===== src/rtl/iso_in_pkg.sv =====
package iso_in_pkg;
  localparam int unsigned LEN_W_DEF  = 12;
  localparam int unsigned MPS_W_DEF  = 11;
  localparam int unsigned MULT_W_DEF = 2;

  typedef enum logic {
    SEQ_IDLE = 1'b0,
    SEQ_RUN  = 1'b1
  } seq_state_e;
endpackage


===== src/rtl/iso_in_limit.sv =====
module iso_in_limit #(
  parameter int unsigned LEN_W = 12,
  parameter int unsigned MPS_W = 11
) (
  input  logic [LEN_W-1:0] alloc_len_i,
  input  logic [LEN_W-1:0] sum_i,
  input  logic [MPS_W-1:0] max_pkt_i,
  output logic [LEN_W-1:0] limit_o
);
  logic [LEN_W-1:0] rem;
  logic [LEN_W-1:0] mps_ext;

  always_comb begin
    rem     = (alloc_len_i > sum_i) ? (alloc_len_i - sum_i) : '0;
    mps_ext = LEN_W'(max_pkt_i);
    limit_o = (rem < mps_ext) ? rem : mps_ext;
  end
endmodule


===== src/rtl/iso_in_pkt_cnt.sv =====
module iso_in_pkt_cnt #(
  parameter int unsigned LEN_W = 12
) (
  input  logic             clk_i,
  input  logic             rst_ni,
  input  logic             clr_i,
  input  logic             en_i,
  input  logic             byte_vld_i,
  input  logic             eop_i,
  input  logic [LEN_W-1:0] limit_i,
  output logic             overrun_o,
  output logic             pkt_end_o,
  output logic [LEN_W-1:0] pkt_bytes_o
);
  logic [LEN_W-1:0] cnt_q;

  // overrun has priority over an end-of-packet in the same cycle
  always_comb begin
    overrun_o   = en_i & byte_vld_i & (cnt_q >= limit_i);
    pkt_end_o   = en_i & eop_i & ~overrun_o;
    pkt_bytes_o = cnt_q + LEN_W'(byte_vld_i);
  end

  always_ff @(posedge clk_i or negedge rst_ni) begin
    if (!rst_ni) begin
      cnt_q <= '0;
    end else if (clr_i || overrun_o || pkt_end_o) begin
      cnt_q <= '0;
    end else if (en_i && byte_vld_i) begin
      cnt_q <= cnt_q + LEN_W'(1);
    end
  end
endmodule


===== src/rtl/iso_in_seq.sv =====
module iso_in_seq
  import iso_in_pkg::*;
#(
  parameter int unsigned LEN_W  = 12,
  parameter int unsigned MULT_W = 2
) (
  input  logic              clk_i,
  input  logic              rst_ni,
  input  logic              start_i,
  input  logic [MULT_W-1:0] mult_i,
  input  logic              overrun_i,
  input  logic              pkt_end_i,
  input  logic [LEN_W-1:0]  pkt_bytes_i,
  output logic              start_ok_o,
  output logic              active_o,
  output logic [LEN_W-1:0]  len_o,
  output logic              babble_o,
  output logic              done_o
);
  seq_state_e        state_q;
  logic [MULT_W-1:0] left_q;
  logic [LEN_W-1:0]  len_q;
  logic              babble_q;
  logic              done_q;

  assign start_ok_o = (state_q == SEQ_IDLE) && start_i && (mult_i != '0);
  assign active_o   = (state_q == SEQ_RUN);
  assign len_o      = len_q;
  assign babble_o   = babble_q;
  assign done_o     = done_q;

  always_ff @(posedge clk_i or negedge rst_ni) begin
    if (!rst_ni) begin
      state_q  <= SEQ_IDLE;
      left_q   <= '0;
      len_q    <= '0;
      babble_q <= 1'b0;
      done_q   <= 1'b0;
    end else begin
      done_q <= 1'b0;
      case (state_q)
        SEQ_IDLE: begin
          if (start_ok_o) begin
            state_q  <= SEQ_RUN;
            left_q   <= mult_i;
            len_q    <= '0;
            babble_q <= 1'b0;
          end
        end
        SEQ_RUN: begin
          if (overrun_i) begin
            // abandon remaining transactions, keep committed sum
            state_q  <= SEQ_IDLE;
            babble_q <= 1'b1;
            done_q   <= 1'b1;
          end else if (pkt_end_i) begin
            len_q  <= len_q + pkt_bytes_i;
            left_q <= left_q - MULT_W'(1);
            if (left_q == MULT_W'(1)) begin
              state_q <= SEQ_IDLE;
              done_q  <= 1'b1;
            end
          end
        end
        default: state_q <= SEQ_IDLE;
      endcase
    end
  end
endmodule


===== src/rtl/iso_in_accum.sv =====
module iso_in_accum
  import iso_in_pkg::*;
#(
  parameter int unsigned LEN_W  = LEN_W_DEF,
  parameter int unsigned MPS_W  = MPS_W_DEF,
  parameter int unsigned MULT_W = MULT_W_DEF
) (
  input  logic              clk_i,
  input  logic              rst_ni,
  input  logic              start_i,
  input  logic [MULT_W-1:0] mult_i,
  input  logic [MPS_W-1:0]  max_pkt_i,
  input  logic [LEN_W-1:0]  alloc_len_i,
  input  logic              byte_vld_i,
  input  logic              eop_i,
  output logic              active_o,
  output logic [LEN_W-1:0]  len_o,
  output logic              babble_o,
  output logic              done_o
);
  logic [LEN_W-1:0] limit;
  logic [LEN_W-1:0] pkt_bytes;
  logic             overrun;
  logic             pkt_end;
  logic             start_ok;

  iso_in_limit #(.LEN_W(LEN_W), .MPS_W(MPS_W)) i_limit (
    .alloc_len_i (alloc_len_i),
    .sum_i       (len_o),
    .max_pkt_i   (max_pkt_i),
    .limit_o     (limit)
  );

  iso_in_pkt_cnt #(.LEN_W(LEN_W)) i_pkt_cnt (
    .clk_i       (clk_i),
    .rst_ni      (rst_ni),
    .clr_i       (start_ok),
    .en_i        (active_o),
    .byte_vld_i  (byte_vld_i),
    .eop_i       (eop_i),
    .limit_i     (limit),
    .overrun_o   (overrun),
    .pkt_end_o   (pkt_end),
    .pkt_bytes_o (pkt_bytes)
  );

  iso_in_seq #(.LEN_W(LEN_W), .MULT_W(MULT_W)) i_seq (
    .clk_i       (clk_i),
    .rst_ni      (rst_ni),
    .start_i     (start_i),
    .mult_i      (mult_i),
    .overrun_i   (overrun),
    .pkt_end_i   (pkt_end),
    .pkt_bytes_i (pkt_bytes),
    .start_ok_o  (start_ok),
    .active_o    (active_o),
    .len_o       (len_o),
    .babble_o    (babble_o),
    .done_o      (done_o)
  );
endmodule


===== config.mk =====
export PLATFORM = sky130hd
export DESIGN_NAME = iso_in_accum
export DESIGN_NICKNAME = d
export VERILOG_FILES = /design/src/rtl/iso_in_pkg.sv /design/src/rtl/iso_in_limit.sv /design/src/rtl/iso_in_pkt_cnt.sv /design/src/rtl/iso_in_seq.sv /design/src/rtl/iso_in_accum.sv
export SDC_FILE = /design/constraint.sdc
export NUM_CORES = 1
export LEC_CHECK = 0
export BUFFER_PORTS_ARGS = -buffer_cell sky130_fd_sc_hd__buf_2
export CAP_MARGIN = 30
export CORE_MARGIN = 8
export CORE_UTILIZATION = 59
export DETAILED_ROUTE_END_ITERATION = 6
export PLACE_DENSITY = 0.82
export SETUP_SLACK_MARGIN = 0.5
export SYNTH_ARGS = -nofsm -noshare
export SYNTH_HDL_FRONTEND = slang
export SYNTH_SLANG_ARGS = --single-unit

===== constraint.sdc =====
create_clock -name clk_i -period 6.9 [get_ports clk_i]
set_clock_uncertainty 0.1 [all_clocks]
set_input_delay 1.035 -clock clk_i [delete_from_list [all_inputs] [get_ports clk_i]]
set_output_delay 1.035 -clock clk_i [all_outputs]
set_load 0.005 [all_outputs]

==> run_results.csv <==
group,metric,value,unit
clock_tree,cts.sinks,29,
sta,min_period,6.46,ns
detailed_routing,wl,8880,um
logic_synthesis,synth_area,3090,um^2
die,coreArea,5070,um^2
detailed_routing,first_pass_iters,4,
power_and_ir_drop,ir_drop,144,uV
clock_tree,cts.htree.levels,2,
place,port_buffers,44,
global_route,track_usage,21.7,%
logic_synthesis,synth_fa_ha_area_share,20.6,%
logic_synthesis,yosys.cell_types.count,54,
clock_tree,hold_buffers,0,
flow_run,drv_cap,0,
sta,hold_violations,0,
global_route,overflow,0,
logic_synthesis,muxShareOfSynthArea,1.99,%
die,die_w,88.3,um
min_path,hp-start,"i_seq.babble_o",
logic_synthesis,synth_compound_area_share,21.5,%
logic_synthesis,synth.avg_cell_area,8.34,um^2
clock_tree,clk_pin_slew,0.06,ns
global_route,antenna_found_initial,0,
worst_setup_path,endpoint_kind,"flip-flop",
logic_synthesis,ys_warn_count,0,
logic_synthesis,async_reset_ff_share,100,%
logic_synthesis,ys_seq_elements,29,
global_route,grt_pass1_vias,2957,
logic_synthesis,syn_nets,449,
clock_tree,cts_made_buffers,5,
global_route,grt_pass1_wl,13500,um
worst_setup_path,required,6.99,ns
clock_tree,tritoncts,"yes",
worst_setup_path,crit_path_start_kind,"input pin",
layout,drive_above_1_share,24.9,%
min_path,hold_class,"flip-flop to flip-flop",
detailed_routing,vias,3033,
sta,max_freq,155,MHz
logic_synthesis,synth_area_leader_cell,"dfrtp_1",
logic_synthesis,synth-seq-area-share,23.5,%
worst_setup_path,path_class,"input pin to flip-flop",
layout,layout.nets,512,
sta,rsz0062_at_grt,"no",
outcome,status,"complete, no violations",
die,die_height,88.3,um
worst_setup_path,crit_start,"alloc_len_i[1]",
die,fp-row-count,26,
layout,syn2layout_area_growth,23.6,%
sta,worst_slew_pin_slew,0.650,ns
layout,diodes,0,
logic_synthesis,synthFlopType,"dfrtp_1",
place,dp_hpwl,6510,um
die,die_area,7800,um^2
clock_tree,cts.path.max_buffers,2,
layout,final_cell_mix,"buf_2, ha_1, inv_1",
clock_tree,cts-root-buf,"clkbuf_8",
global_route,grt_max_degree,30,
detailed_routing,post-route-drc-count,0,
detailed_routing,wire_per_inst,17.6,um
die,initial_utilization,60.8,%
layout,final_common_cell,"buf_2",
sta,slew_violations,0,
clock_tree,clock_latency,0.28,ns
logic_synthesis,syn_inst,370,
logic_synthesis,synth_xor_area_share,6.81,%
worst_setup_path,reg2reg_from,"i_seq.len_o[1]",
worst_setup_path,cp.arrival,6.54,ns
power_and_ir_drop,power_density,291,nW/um^2
sta,finalCritPeriodShare,93.6,%
sta,setup_viol,0,
logic_synthesis,yosys.area_share.simple,19.7,%
detailed_routing,drt_iter0_drc,188,
detailed_routing,vias_per_cell,6.02,
logic_synthesis,synth_edf_count,0,
die,io_pins,45,
detailed_routing,ant_nets,0,
layout,final_core_util,75.1,%
sta,fin_setup_tns,0,ns
logic_synthesis,synthDominantCellAreaShare,23.5,%
worst_setup_path,crit_fanout,8,
sta,slew_headroom,56.7,%
logic_synthesis,yosys-top-cells-area,"dfrtp_1, ha_1, inv_1",
place,gp_congestion,0.930,
logic_synthesis,synth_top_family_by_area,"compound AO/OA/AOI/OAI gates",
power_and_ir_drop,total_leakage_power,1.84,nW
final timing paths:
check,end,slack [ns],cells after the start
setup / recovery,i_seq.left_q[0],0.44,26
hold / removal,i_seq.babble_o,0.37,1
setup reg to reg,i_seq.left_q[0],0.67,26
hold reg to reg,i_seq.babble_o,0.37,1
max in group asynchronous,i_seq.len_o[6],5.59,1
min in group asynchronous,i_seq.len_o[1],0.68,1
repair_timing:
action                     CTS  global route
setup endpoints to repair   13            14
setup buffers                0            15
cloned                       0             2
pin swaps                    0            22
resized for setup            4            44
routing by layer:
| metal | vias up | wire, um | global-route usage [%] |
|---|---|---|---|
| met5 | - | 0 | 0 |
| met4 | 0 | 213 | 9.52 |
| met3 | 16 | 582 | 3.34 |
| met2 | 140 | 4410 | 36.7 |
| met1 | 1426 | 3670 | 26.4 |
| li1 | 1451 | - | - |
critical path, cell delays in order:
cell	delay, ns
buf_6	0.10
ha_4	0.21
nor2b_4	0.12
o31a_1	0.35
o311ai_4	0.33
a21oi_2	0.11
o21a_1	0.22
or3_4	0.37
and3b_1	0.19
ha_1	0.29
nand4_1	0.21
a2111oi_4	0.38
nor2b_4	0.21
a221oi_2	0.06
buf_4	0.16
o21ai_4	0.14
mux2i_2	0.29
ha_1	0.30
a21oi_2	0.17
o21a_1	0.15
o2bb2ai_1	0.06
a31o_2	0.22
nand3b_1	0.24
buf_6	0.20
xor2_2	0.17
a221oi_2	0.24
state kept, by name, indices dropped and copies added (netlist names):
| name | flops |
|---|---|
| i_seq.left_q | 2 |
| i_seq.done_o | 1 |
| i_pkt_cnt.cnt_q | 12 |
| i_seq.len_o | 12 |
| i_seq.babble_o | 1 |
| i_seq.active_o | 1 |
stage by stage:
step / hold slack [ns] / area, um^2 / power [mW] / std cells / worst slack [ns]
detailed placement: 0.361 / 3380 / 0.780 / 479 / 0.0458
CTS: 0.375 / 3480 / 0.927 / 487 / 0.535
global placement: 0.355 / 3380 / 0.764 / 479 / 0.196
finish: 0.374 / 3810 / 1.11 / 504 / 0.442
global route: 0.427 / 3810 / 1.19 / 504 / 0.300
floorplan: 0.374 / 3090 / 0.640 / 370 / 0.864
report_power, final:
part / total [mW] / switching, mW / leakage, nW / internal, mW
Combinational: 0.734 / 0.392 / 1.40 / 0.342
Clock: 0.133 / 0.0629 / 0.0450 / 0.0697
Sequential: 0.242 / 0.0408 / 0.389 / 0.202
Total: 1.11 / 0.495 / 1.84 / 0.614
kinds of logic (layout without fill, tap and decap cells):
kind of cell | Yosys count | count (layout)
flip-flops | 29 | 29
AND/OR/NAND/NOR | 118 | 118
AO/OA/AOI/OAI | 98 | 98
other | 1 | 1
buffers and inverters | 45 | 109
XOR/XNOR | 24 | 24
multiplexers | 6 | 6
adder cells (fa/ha/maj) | 49 | 49
cell usage after synthesis (all sizes together), types with 5 or more instances:
cell type   n
ha         46
inv        37
nor2       35
dfrtp      29
o21ai      26
nand3      19
a21oi      18
nand2      18
xor2       13
o21a       11
xnor2      11
nand2b      9
nor2b       9
a211oi      6
and3        6
nand4       6
nor3        6
a21o        5
a22oi       5
clkbuf      5
mux2i       5
area by class of cell:
| type | count | area [um^2] |
|---|---|---|
| Clock buffer | 6 | 72.6 |
| Clock inverter | 2 | 10.0 |
| Fill cell | 362 | 1260 |
| Inverter | 37 | 139 |
| Multi-Input combinational cell | 296 | 2380 |
| Sequential cell | 29 | 726 |
| Tap cell | 70 | 87.6 |
| Timing Repair Buffer | 64 | 399 |
Note: power is estimated with default switching activity, not from simulation.
